File: config.mk
export PLATFORM = sky130hd
export DESIGN_NAME = tag_power_seq
export DESIGN_NICKNAME = d
export VERILOG_FILES = /design/src/rtl/tps_pkg.sv /design/src/rtl/tps_copy_counter.sv /design/src/rtl/tps_state_fsm.sv /design/src/rtl/tps_enable_reg.sv /design/src/rtl/tag_power_seq.sv
export SDC_FILE = /design/constraint.sdc
export NUM_CORES = 1
export LEC_CHECK = 0
export BUFFER_PORTS_ARGS = -buffer_cell sky130_fd_sc_hd__clkbuf_2
export CAP_MARGIN = 20
export CORE_MARGIN = 5
export CORE_UTILIZATION = 45
export CTS_CLUSTER_SIZE = 14
export DETAILED_ROUTE_END_ITERATION = 12
export HOLD_SLACK_MARGIN = 0.1
export PLACE_DENSITY = 0.73
export SYNTH_ARGS = -nofsm -noshare
export SYNTH_HDL_FRONTEND = slang
export SYNTH_SLANG_ARGS = --single-unit
File: constraint.sdc
create_clock -name clk -period 1.7 [get_ports clk]
set_input_delay 0.34 -clock clk [delete_from_list [all_inputs] [get_ports clk]]
set_output_delay 0.34 -clock clk [all_outputs]
set_load 0.01 [all_outputs]
File: src/rtl/tps_pkg.sv
package tps_pkg;

  typedef enum logic [2:0] {
    ST_STARTUP  = 3'd0,
    ST_STANDBY  = 3'd1,
    ST_RECEIVE  = 3'd2,
    ST_CONTROL  = 3'd3,
    ST_TRANSMIT = 3'd4
  } tps_state_e;

  typedef struct packed {
    logic pm;
    logic symdet;
    logic cmddec;
    logic ctrl;
    logic mem;
    logic shadow;
    logic tx;
  } tps_en_t;

  // Fixed per-state enable set
  function automatic tps_en_t en_for_state(tps_state_e s);
    tps_en_t e;
    e = '0;
    e.pm = 1'b1;
    case (s)
      ST_STARTUP:  begin e.ctrl = 1'b1; e.mem = 1'b1; e.shadow = 1'b1; end
      ST_STANDBY:  begin e.symdet = 1'b1; end
      ST_RECEIVE:  begin e.symdet = 1'b1; e.cmddec = 1'b1; e.mem = 1'b1; end
      ST_CONTROL:  begin e.ctrl = 1'b1; e.mem = 1'b1; e.shadow = 1'b1; end
      ST_TRANSMIT: begin e.mem = 1'b1; e.tx = 1'b1; end
      default:     e = '0;
    endcase
    return e;
  endfunction

  // Copy length check: count already moved vs requested
  function automatic logic words_reached(logic [31:0] cnt, logic [31:0] len);
    return cnt >= len;
  endfunction

endpackage

File: src/rtl/tps_copy_counter.sv
module tps_copy_counter #(
  parameter int CNT_W = 8
) (
  input  logic             clk,
  input  logic             rst_n,
  input  logic             active_i,
  input  logic             word_i,
  input  logic [CNT_W-1:0] len_i,
  output logic             count_ok_o
);
  import tps_pkg::*;

  localparam logic [CNT_W-1:0] CNT_MAX = {CNT_W{1'b1}};

  logic [CNT_W-1:0] cnt_q;
  logic             cnt_inc;

  assign cnt_inc = active_i && word_i && (cnt_q != CNT_MAX);

  always_ff @(posedge clk or negedge rst_n) begin
    if (!rst_n)       cnt_q <= '0;
    else if (cnt_inc) cnt_q <= cnt_q + 1'b1;
  end

  assign count_ok_o = words_reached(32'(cnt_q), 32'(len_i));

  AST_CNT_FROZEN_OUTSIDE: assert property (@(posedge clk) disable iff (!rst_n)
    !active_i |=> $stable(cnt_q));
  AST_CNT_NO_WRAP: assert property (@(posedge clk) disable iff (!rst_n)
    (cnt_q == CNT_MAX) |=> (cnt_q == CNT_MAX));

endmodule

File: src/rtl/tps_state_fsm.sv
module tps_state_fsm (
  input  logic                clk,
  input  logic                rst_n,
  input  logic                copy_done_i,
  input  logic                count_ok_i,
  input  logic                sof_i,
  input  logic                frame_end_i,
  input  logic                reply_rdy_i,
  input  logic                no_resp_i,
  input  logic                resp_sent_i,
  output tps_pkg::tps_state_e state_o,
  output logic                in_startup_o
);
  import tps_pkg::*;

  tps_state_e state_q, state_d;
  logic       leave_startup;

  assign leave_startup = copy_done_i && count_ok_i;

  always_comb begin
    state_d = state_q;
    case (state_q)
      ST_STARTUP:  if (leave_startup) state_d = ST_STANDBY;
      ST_STANDBY:  if (sof_i)         state_d = ST_RECEIVE;
      ST_RECEIVE:  if (frame_end_i)   state_d = ST_CONTROL;
      ST_CONTROL: begin
        if (no_resp_i)        state_d = ST_STANDBY;
        else if (reply_rdy_i) state_d = ST_TRANSMIT;
      end
      ST_TRANSMIT: if (resp_sent_i)   state_d = ST_STANDBY;
      default:                        state_d = ST_STARTUP;
    endcase
  end

  always_ff @(posedge clk or negedge rst_n) begin
    if (!rst_n) state_q <= ST_STARTUP;
    else        state_q <= state_d;
  end

  assign state_o      = state_q;
  assign in_startup_o = (state_q == ST_STARTUP);

  AST_STARTUP_EXIT_GATED: assert property (@(posedge clk) disable iff (!rst_n)
    (state_q == ST_STARTUP && !(copy_done_i && count_ok_i)) |=> (state_q == ST_STARTUP));
  AST_NO_REENTRY: assert property (@(posedge clk) disable iff (!rst_n)
    (state_q != ST_STARTUP) |=> (state_q != ST_STARTUP));
  AST_SOF_TO_RX: assert property (@(posedge clk) disable iff (!rst_n)
    (state_q == ST_STANDBY && sof_i) |=> (state_q == ST_RECEIVE));
  AST_FRAME_TO_CTRL: assert property (@(posedge clk) disable iff (!rst_n)
    (state_q == ST_RECEIVE && frame_end_i) |=> (state_q == ST_CONTROL));
  AST_NORESP_PRIO: assert property (@(posedge clk) disable iff (!rst_n)
    (state_q == ST_CONTROL && no_resp_i) |=> (state_q == ST_STANDBY));
  AST_SENT_TO_STDBY: assert property (@(posedge clk) disable iff (!rst_n)
    (state_q == ST_TRANSMIT && resp_sent_i) |=> (state_q == ST_STANDBY));

endmodule

File: src/rtl/tps_enable_reg.sv
module tps_enable_reg (
  input  logic                clk,
  input  logic                rst_n,
  input  tps_pkg::tps_state_e state_i,
  output tps_pkg::tps_en_t    en_o
);
  import tps_pkg::*;

  tps_en_t en_q;

  always_ff @(posedge clk or negedge rst_n) begin
    if (!rst_n) en_q <= en_for_state(ST_STARTUP);
    else        en_q <= en_for_state(state_i);
  end

  assign en_o = en_q;

  AST_CMDDEC_NEEDS_SYMDET: assert property (@(posedge clk) disable iff (!rst_n)
    en_q.cmddec |-> en_q.symdet);
  AST_TX_ISOLATED: assert property (@(posedge clk) disable iff (!rst_n)
    en_q.tx |-> (!en_q.symdet && !en_q.ctrl && !en_q.shadow));
  AST_SHADOW_WITH_CTRL: assert property (@(posedge clk) disable iff (!rst_n)
    en_q.shadow == en_q.ctrl);
  AST_PM_ON: assert property (@(posedge clk) disable iff (!rst_n)
    en_q.pm);

endmodule

File: src/rtl/tag_power_seq.sv
module tag_power_seq #(
  parameter int CNT_W = 8
) (
  input  logic             clk,
  input  logic             rst_n,
  input  logic [CNT_W-1:0] copy_len_i,
  input  logic             copy_word_i,
  input  logic             copy_done_i,
  input  logic             sof_i,
  input  logic             frame_end_i,
  input  logic             reply_rdy_i,
  input  logic             no_resp_i,
  input  logic             resp_sent_i,
  output logic [2:0]       state_o,
  output logic             en_pm_o,
  output logic             en_symdet_o,
  output logic             en_cmddec_o,
  output logic             en_ctrl_o,
  output logic             en_mem_o,
  output logic             en_shadow_o,
  output logic             en_tx_o
);
  import tps_pkg::*;

  tps_state_e cur_state;
  tps_en_t    en_vec;
  logic       in_startup;
  logic       count_ok;

  tps_copy_counter #(.CNT_W(CNT_W)) u_cnt (
    .clk        (clk),
    .rst_n      (rst_n),
    .active_i   (in_startup),
    .word_i     (copy_word_i),
    .len_i      (copy_len_i),
    .count_ok_o (count_ok)
  );

  tps_state_fsm u_fsm (
    .clk          (clk),
    .rst_n        (rst_n),
    .copy_done_i  (copy_done_i),
    .count_ok_i   (count_ok),
    .sof_i        (sof_i),
    .frame_end_i  (frame_end_i),
    .reply_rdy_i  (reply_rdy_i),
    .no_resp_i    (no_resp_i),
    .resp_sent_i  (resp_sent_i),
    .state_o      (cur_state),
    .in_startup_o (in_startup)
  );

  tps_enable_reg u_en (
    .clk     (clk),
    .rst_n   (rst_n),
    .state_i (cur_state),
    .en_o    (en_vec)
  );

  assign state_o     = cur_state;
  assign en_pm_o     = en_vec.pm;
  assign en_symdet_o = en_vec.symdet;
  assign en_cmddec_o = en_vec.cmddec;
  assign en_ctrl_o   = en_vec.ctrl;
  assign en_mem_o    = en_vec.mem;
  assign en_shadow_o = en_vec.shadow;
  assign en_tx_o     = en_vec.tx;

  AST_STATE_LEGAL: assert property (@(posedge clk) disable iff (!rst_n)
    state_o <= 3'd4);

endmodule

# Word level (Yosys, flattened, before mapping)
# Cells that the tools add are included.
# W data, S select, Z words.
dict set report classes {
  addsub 1
  n_mul 0
  div_mod_pow 0
  order_cmp 1
  n_eq_ne 10
  shift 0
  muxes 13
  bitwise 0
  n_reduce_logical 9
}
# cell n
set op_table {}
lappend op_table {{$mux W3} 6}
lappend op_table {{$pmux W3 S5} 1}
lappend op_table {{$add A8 B1 Y8 const B} 1}
lappend op_table {{$ge A8 B8 Y1} 1}
lappend op_table {{$ne A8 B8 Y1 const B} 1}
lappend op_table {{$eq A3 B2 Y1 const B} 2}
lappend op_table {{$mux W1} 6}
lappend op_table {{$ne A2 B2 Y1 const B} 3}
lappend op_table {{$reduce_and A5 Y1} 1}
lappend op_table {{$reduce_or A5 Y1} 1}
lappend op_table {{$reduce_or A2 Y1} 2}
lappend op_table {{$reduce_or A4 Y1} 1}
lappend op_table {{$eq A3 B1 Y1 const B} 1}
lappend op_table {{$eq A3 B3 Y1 const B} 1}
lappend op_table {{$logic_and A1 B1 Y1} 3}
lappend op_table {{$logic_not A3 Y1} 1}
lappend op_table {{$ne A3 B3 Y1 const B} 1}
lappend op_table {{$ne A2 B1 Y1 const B} 1}
dict set report totals {
  reg_bits 17
  latch_bits 0
  ramBits 0
  rom_bits 0
  inputBits 17
  mem_count 0
}

# Longest topological paths before layout
# Gate-level depths: netlist of the first run.
dict set report depth {
  ltp_word 4
  ltp_mapped 6
  mapped_depth_nobuf 6
}

# By module
# A second synthesis of the first run with hierarchy kept.
dict set report hier_totals {
  hier_cells 96
  area_unflattened_um2 1034.7
}
# module instances cells_per_inst area_per_inst_um2 seq_area_each_um2
set modules_own_cells {}
lappend modules_own_cells {tps_copy_counter 1 60 593.1 200.2}
lappend modules_own_cells {tps_state_fsm 1 22 229.0 75.1}
lappend modules_own_cells {tps_enable_reg 1 14 212.7 153.9}

# Worst setup path after synthesis of the first run
# OpenSTA, ideal clock, no wires.
dict set report synth_timing {
  path_type {register -> register}
  from {register u_fsm.state_q[2], in the netlist u_fsm.state_o[2]}
  to {register u_cnt.cnt_q[1]}
  setup_time_ns 0.125
  t_arrival_ns 1.661
  required_ns 1.575
  path_slack_ns -0.086
  path_stages_with_launch 5
  path_buffers 1
  path_cell_list {dfrtp_1 > buf_6 > or4b_4 > a41oi_4 > mux2_2}
}
dict set report synth_between {
  elab_chain_len 3
}
# element line
set synth_lines {}
lappend synth_lines {{start, declared} tps_state_fsm.sv:16} ;# tps_state_e state_q, state_d;
lappend synth_lines {{start signal, assigned} tps_state_fsm.sv:38} ;# else state_q <= state_d;
lappend synth_lines {{$logic_not A3 Y1} tps_state_fsm.sv:42} ;# assign in_startup_o = (state_q == ST_STARTUP);
lappend synth_lines {{$logic_and A1 B1 Y1 (2 in series)} tps_copy_counter.sv:18} ;# assign cnt_inc = active_i && word_i && (cnt_q != CNT_MAX);
lappend synth_lines {{end signal, assigned} tps_copy_counter.sv:22} ;# else if (cnt_inc) cnt_q <= cnt_q + 1'b1;
lappend synth_lines {{end, declared} tps_copy_counter.sv:15} ;# logic [CNT_W-1:0] cnt_q;
# Every way passes these cells.
# A chain may end at the register's enable or synchronous reset.

# Worst setup path after layout of the first run
dict set report layout_timing {
  from {register u_fsm.state_q[1], in the netlist u_fsm.state_o[1]}
  to {register u_cnt.cnt_q[1]}
}
# The elaborated chain is that of the path after synthesis.

==> qor.txt, run 1 <==
SETUP PATH
----------------------------------------------------------------------------------------
CP max stage cell .........................................................       or4b_4
Delay of the slowest critical-path stage ..................................       550 ps
Category of cells accounting for the largest share of critical-path delay . simple AND/OR/NAND/NOR gates
Path type of the worst setup path ......................................... register to register
Crit path required time ...................................................      1870 ps
Category of the worst setup path capture point ............................     register
Number of buffer and inverter instances along the worst setup path ........            1
CP max FO .................................................................            4
Crit path launch type .....................................................     register
Cell-by-cell listing of the critical path ................................. or4b_4 > a41oi_4 > buf_6 > mux2_4
Critical Path AT ..........................................................      1880 ps

CTS
----------------------------------------------------------------------------------------
CTS HTree Levels ..........................................................            1
Number of clock sinks seen by CTS .........................................           17
Clock root buffer .........................................................     clkbuf_4
CTS tree ..................................................................         done
Buffer levels on the longest clock path ...................................            2
Clock insertion delay at the later pin of the skew report .................       280 ps
Number of CTS-inserted buffers ............................................            3
Clock transition at the registers of the reported paths ...................        90 ps

LOGIC SYNTHESIS
----------------------------------------------------------------------------------------
XOR/XNOR Fraction of Synth Area ...........................................        7.24%
Share of cell area taken by muxes after synthesis .........................        2.20%
Yosys warnings ............................................................            0
Synthesized instance count ................................................           92
Primary FF master, synth ..................................................      dfrtp_1
Area share of fa/ha/maj cells after synthesis .............................        11.6%
EDFF count, synth .........................................................            0
Netlist cell types ........................................................           30
Synth async-reset ratio ...................................................         100%
Fraction of the mapped netlist area in compound gates .....................        11.6%
Net count of the mapped netlist ...........................................          118
Largest area contributor in the netlist ...................................      dfrtp_1
Area fraction in and, or, nand and nor cells after synthesis ..............        15.9%
FF+latch count, synth .....................................................           17
Dominant cells by area after synthesis .................................... dfrtp_1 (36%), ha_1 (12%), dfstp_2 (8.2%)
Proportion of netlist area held by the largest area contributor ...........        36.2%
Combined area of all synthesized cells ....................................     967 um^2
Register area share after synthesis .......................................        44.4%
Syn_area_per_cell .........................................................    10.5 um^2
Combinational family with the most area after synthesis ................... simple AND/OR/NAND/NOR gates

FLOORPLAN
----------------------------------------------------------------------------------------
Horiz. Die Dim ............................................................      56.4 um
Area of the placeable core ................................................ 0.00200 mm^2
Site row count ............................................................           16
Initial standard-cell utilization of the core .............................        48.3%
Die height ................................................................      56.4 um
Number of top-level pins ..................................................           27
Die area .................................................................. 0.00318 mm^2

FINISH
----------------------------------------------------------------------------------------
Commonest non-fill, non-tap cells in the layout ........................... clkbuf_2 (26), dfrtp_1 (14), inv_1 (11), ha_1 (9), xnor2_1 (8)
Share of cells above drive strength 1 .....................................        36.5%
Final Non-Filler Cells ....................................................          153
Synthesis-to-layout area growth ...........................................        25.5%
Fin nets ..................................................................          153
Diodes inserted ...........................................................            0
Fill cells ................................................................          176
Leading cell type in the layout, fill and taps excluded ...................     clkbuf_2

PLACEMENT
----------------------------------------------------------------------------------------
Port-buffer cells .........................................................           26
Detailed Place HPWL .......................................................      1.53 mm
# placed instances ........................................................          145
Last weighted congestion value of the routability-driven placer ...........        0.756
Worst slack after detailed placement ......................................      8.67 ps

OUTCOME
----------------------------------------------------------------------------------------
Result of the run ......................................................... complete, but fails checks
Violated checks ........................................................... setup timing

TIMING
----------------------------------------------------------------------------------------
Clock Skews ...............................................................     0.924 ps
Clock period minus worst slack ............................................      1710 ps
Final cycle utilization of the critical path ..............................         101%
Final-report max-slew violation count .....................................            0
WHS .......................................................................       238 ps
Total count of hold-check failures in the final report ....................            0
Maximum achievable frequency ..............................................      585 MHz
Worst setup slack after layout ............................................     -9.89 ps
Slew at the pin closest to its max-slew limit .............................       397 ps
Setup repair after global routing missed its margin .......................          yes
Setup-violating endpoint count in the final report ........................            1
Worst max-slew margin expressed relative to the limit .....................        73.6%

GLOBAL ROUTE
----------------------------------------------------------------------------------------
Maximum number of pins on one net before global-route repair ..............           18
Global Route Usage Sum ....................................................        13.1%
Number of global-route vias before repair .................................          754
Antenna violations before repair ..........................................            0
Final global-route overflow total .........................................            0
Wire length of the first global-routing pass ..............................      3.30 mm

POWER AND IR DROP
----------------------------------------------------------------------------------------
Lkg Pwr ...................................................................  0.000613 uW
Power per unit of standard cell area ...................................... 1400 mW/mm^2
Maximum VDD drop ..........................................................     0.761 mV
Overall power after layout ................................................      1690 uW

ROUTING
----------------------------------------------------------------------------------------
Initial DRT Pass Iterations ...............................................            3
Total wire length .........................................................      1.91 mm
Total vias in the final route .............................................          758
DRC Markers ...............................................................            0
Drt wl/cell ...............................................................      12.5 um
Vias per std cell .........................................................         4.95
Starting DRC count in detailed routing ....................................            6
Residual antenna-violating net count after detailed routing ...............            0

JOB
----------------------------------------------------------------------------------------
Max-cap violations ........................................................            0

HOLD PATH
----------------------------------------------------------------------------------------
Worst min path class ...................................................... input pin to register

-- registers in the layout, summed over array words and instances, names as in the netlist --
register	cells
u_cnt.cnt_q	8
u_en.en_o	6
u_fsm.state_o	3
-- cells by family (layout without fill, tap and decap cells) --
group,count (synthesis),after routing
AND/OR/NAND/NOR,26,26
flip-flops,17,17
AO/OA/AOI/OAI,15,15
buffers and inverters,15,49
adder cells (fa/ha/maj),9,9
XOR/XNOR,8,8
multiplexers,2,2
-- repair_timing --
action,4_1_cts,5_1_grt
buffers inserted,1,2
hold endpoints to repair,14,0
pin swaps,0,3
setup endpoints to repair,1,8
hold buffers,1,0
gates resized for setup,0,4
-- final timing paths --
path	start	endpoint	depth (start not counted)	slack [ps]
max reg2reg	u_fsm.state_o[1]	u_cnt.cnt_q[1]	4	-10
min reg2reg	u_cnt.cnt_q[5]	u_cnt.cnt_q[5]	1	510
min	resp_sent_i	u_fsm.state_o[2]	2	240
min in group asynchronous	rst_n	u_cnt.cnt_q[2]	2	500
max	u_fsm.state_o[1]	u_cnt.cnt_q[1]	4	-10
max in group asynchronous	rst_n	u_en.en_o[6]	2	880
-- cell type report --
type | instances | area, um^2 | share of cell area (%)
multi-input combinational | 60 | 485 | 40.0
sequential | 17 | 429 | 35.4
timing repair buffer | 34 | 196 | 16.2
inverter | 11 | 41.3 | 3.40
tap | 27 | 33.8 | 2.78
clock buffer | 3 | 22.5 | 1.86
clock inverter | 1 | 5.00 | 0.412
-- report_power, final --
group	switching [uW]	total, uW	internal, uW	leakage, uW
Combinational	428	830	402	0.000383
Clock	119	206	87.3	0.0000177
Sequential	99.4	658	558	0.000212
-- cells in the mapped netlist (3+ instances only) --
cell / number
dfstp_2: 3
nand4_1: 6
xnor2_1: 8
nor2_1: 4
nand2_1: 3
inv_1: 11
ha_1: 9
o21ai_0: 4
a21oi_1: 5
dfrtp_1: 14
-- routing by layer --
layer / global-route usage (%) / vias up / part of all wire [%]
met5: 0 / - / 0
met4: 6.10 / 0 / 1.3
met3: 1.83 / 2 / 4.3
met2: 22.0 / 16 / 49
met1: 16.3 / 345 / 45
li1: - / 395 / -
-- stage by stage --
| stage | setup TNS, ps | area [um^2] | utilization [%] |
|---|---|---|---|
| global placement | 0 | 1140 | 56.9 |
| floorplan | -125 | 971 | - |
| finish | -9.89 | 1210 | 60.6 |
| CTS | 0 | 1180 | 59.1 |
| detailed placement | 0 | 1140 | 56.9 |
| global route | -146 | 1210 | 60.6 |
Power figures use the tool's default switching activity.
==> run 2: changes to the inputs <==
--- a/config.mk
+++ b/config.mk
@@ -16,3 +16,4 @@
 export SYNTH_ARGS = -nofsm -noshare
 export SYNTH_HDL_FRONTEND = slang
 export SYNTH_SLANG_ARGS = --single-unit
+export TNS_END_PERCENT = 1
==> run 2 against run 1 <==
Net effect: the run now ends clean; total power is 1.9% lower; die area stayed put; hold slack hardly changed; cell count is 0.65% higher; first-iteration DRC count is 83% higher; via count is 3.0% higher; clock power hardly changed.
==> qor.txt, run 2 (synthesis gave the netlist of run 1 again) <==
OUTCOME
----------------------------------------------------------------------------------
Result of the run ................................................... complete, no violations

TIMING
----------------------------------------------------------------------------------
Slew at the pin closest to its max-slew limit .......................       392 ps   -4.57 ps
Setup-violating endpoint count in the final report ..................            0   -1
Worst max-slew margin expressed relative to the limit ...............        73.9%   +0.30 points
WHS .................................................................       237 ps   -0.343 ps
Maximum achievable frequency ........................................      594 MHz   +1.5%
Final-report max-slew violation count ...............................            0   unchanged
Clock period minus worst slack ......................................      1680 ps   -25.7 ps
Setup repair after global routing missed its margin .................          yes
Total count of hold-check failures in the final report ..............            0   unchanged
Clock Skews .........................................................      1.43 ps   +0.501 ps
Final cycle utilization of the critical path ........................        99.1%   -1.5 points

SETUP PATH
----------------------------------------------------------------------------------
Crit path required time .............................................      1880 ps   about the same
Category of the worst setup path capture point ......................     register
Worst R2R Setup Slack ...............................................        20 ps   +30 ps
Critical Path AT ....................................................      1860 ps   -20 ps
Path type of the worst setup path ................................... register to register
Crit path launch type ...............................................     register
CP max FO ...........................................................            8   +4

CTS
----------------------------------------------------------------------------------
CTS HTree Levels ....................................................            1   unchanged
CTS tree ............................................................         done
Number of clock sinks seen by CTS ...................................           17   unchanged
Buffer levels on the longest clock path .............................            2   unchanged
Clock transition at the registers of the reported paths .............        90 ps   about the same
Clock root buffer ...................................................     clkbuf_4
Clock insertion delay at the later pin of the skew report ...........       280 ps   about the same
Number of CTS-inserted buffers ......................................            3   unchanged

FINISH
----------------------------------------------------------------------------------
Fin nets ............................................................          154   +0.65%
Most flop-heavy register ............................................  u_cnt.cnt_q
Share of cells above drive strength 1 ...............................        38.6%   +2.1 points
Flip-flop count of the largest register, all copies and words added .            8   unchanged
Share of the core filled with cells in the final layout .............        61.3%   +0.63 points
Diodes inserted .....................................................            0   unchanged
Commonest non-fill, non-tap cells in the layout ..................... clkbuf_2 (26), dfrtp_1 (12), inv_1 (11)
Synthesis-to-layout area growth .....................................        26.8%
Fill cells ..........................................................          172   -2.3%
Leading cell type in the layout, fill and taps excluded .............     clkbuf_2

FLOORPLAN
----------------------------------------------------------------------------------
Die height ..........................................................      56.4 um   unchanged
Area of the placeable core .......................................... 0.00200 mm^2   unchanged
Number of top-level pins ............................................           27   unchanged
Site row count ......................................................           16   unchanged
Horiz. Die Dim ......................................................      56.4 um   unchanged
Initial standard-cell utilization of the core .......................        48.3%   unchanged
Die area ............................................................ 0.00318 mm^2   unchanged

GLOBAL ROUTE
----------------------------------------------------------------------------------
Wire length of the first global-routing pass ........................      3.08 mm   -6.5%
Maximum number of pins on one net before global-route repair ........           18   unchanged
Global Route Usage Sum ..............................................        12.3%   -0.76 points
Antenna violations before repair ....................................            0   unchanged
Final global-route overflow total ...................................            0   unchanged
Number of global-route vias before repair ...........................          712   -5.6%

JOB
----------------------------------------------------------------------------------
Max-cap violations ..................................................            0   unchanged

POWER AND IR DROP
----------------------------------------------------------------------------------
Power per unit of standard cell area ................................ 1360 mW/mm^2   -2.9%
Lkg Pwr .............................................................  0.000611 uW   -0.21%
Maximum VDD drop ....................................................     0.802 mV   +5.4%

PLACEMENT
----------------------------------------------------------------------------------
Last weighted congestion value of the routability-driven placer .....        0.786   +3.9%
Port-buffer cells ...................................................           26   unchanged
Detailed Place HPWL .................................................      1.52 mm   -0.97%

ROUTING
----------------------------------------------------------------------------------
DRC Markers .........................................................            0   unchanged
Starting DRC count in detailed routing ..............................           11   +5
Total vias in the final route .......................................          781   +3.0%
Initial DRT Pass Iterations .........................................            4   +1
Drt wl/cell .........................................................      12.0 um   -4.3%
Residual antenna-violating net count after detailed routing .........            0   unchanged
Total wire length ...................................................      1.84 mm   -3.7%
Vias per std cell ...................................................         5.07   +2.4%

HOLD PATH
----------------------------------------------------------------------------------
Worst min path class ................................................ input pin to register

==> run 2: changes by cell type in the layout (fill, tap and decap cells not counted), sizes merged <==
| cell | previous run | this run |
|---|---|---|
| buf | 7 | 8 |
==> run 2: critical path: stages, from the launching register on <==
cell and delay [ps]:
dfrtp_1 390, or4b_4 550, a41oi_4 310, mux2_4 330
==> run 2: cell type report <==
| type | instances | area (um^2) | share of cell area [%] |
|---|---|---|---|
| multi-input cells | 60 | 492 | 40.1 |
| flip-flops and latches | 17 | 432 | 35.2 |
| repair buffers | 35 | 200 | 16.3 |
| inverters | 11 | 41.3 | 3.37 |
| well taps | 27 | 33.8 | 2.76 |
| clock buffers | 3 | 22.5 | 1.84 |
| clock inverters | 1 | 5.00 | 0.408 |
==> run 2: layer usage <==
layer / track usage, % / up-vias / routed length [um] / share of wire [%]
li1: - / 397 / - / -
met1: 15.1 / 357 / 791 / 43
met2: 20.4 / 23 / 918 / 50
met3: 2.52 / 4 / 101 / 5.5
met4: 6.10 / 0 / 31 / 1.7
met5: 0 / - / 0 / 0
==> run 2: final timing paths <==
| path | startpoint | end | cells past startpoint |
|---|---|---|---|
| worst min register to register | u_cnt.cnt_q[5] | u_cnt.cnt_q[5] | 1 |
| worst max-delay path | u_fsm.state_o[0] | u_cnt.cnt_q[1] | 3 |
| worst min-delay path | resp_sent_i | u_fsm.state_o[2] | 2 |
| max in group asynchronous | rst_n | u_en.en_o[1] | 2 |
| min in group asynchronous | rst_n | u_cnt.cnt_q[3] | 2 |
| worst max register to register | u_fsm.state_o[0] | u_cnt.cnt_q[1] | 3 |
==> run 2: through the flow <==
| stage | setup TNS (ps) | setup slack [ps] | instances | power (uW) | cell area, um^2 |
|---|---|---|---|---|---|
| 2_1_floorplan | -119 | -57.6 | 92 | 1180 | 971 |
| 3_3_place_gp | 0 | 45.2 | 145 | 1400 | 1140 |
| 3_5_place_dp | 0 | 22.4 | 145 | 1440 | 1140 |
| 4_1_cts | 0 | 6.67 | 150 | 1650 | 1180 |
| 5_1_grt | -166 | -52.8 | 154 | 1800 | 1230 |
| 6_report | 0 | 15.8 | 154 | 1660 | 1230 |
==> run 2: report_power, final <==
| part | total [uW] | switching, uW | leakage (uW) | internal, uW |
|---|---|---|---|---|
| clock network | 208 | 120 | 0.0000177 | 87.4 |
| registers | 655 | 96.5 | 0.000209 | 558 |
| logic | 800 | 412 | 0.000385 | 388 |
==> run 2: timing repair <==
item                                   CTS  global route
gates resized for setup                  0             5
hold buffers                             1             0
setup buffers                            0             4
setup endpoints to repair                0             7
endpoints found under the hold margin   14             0
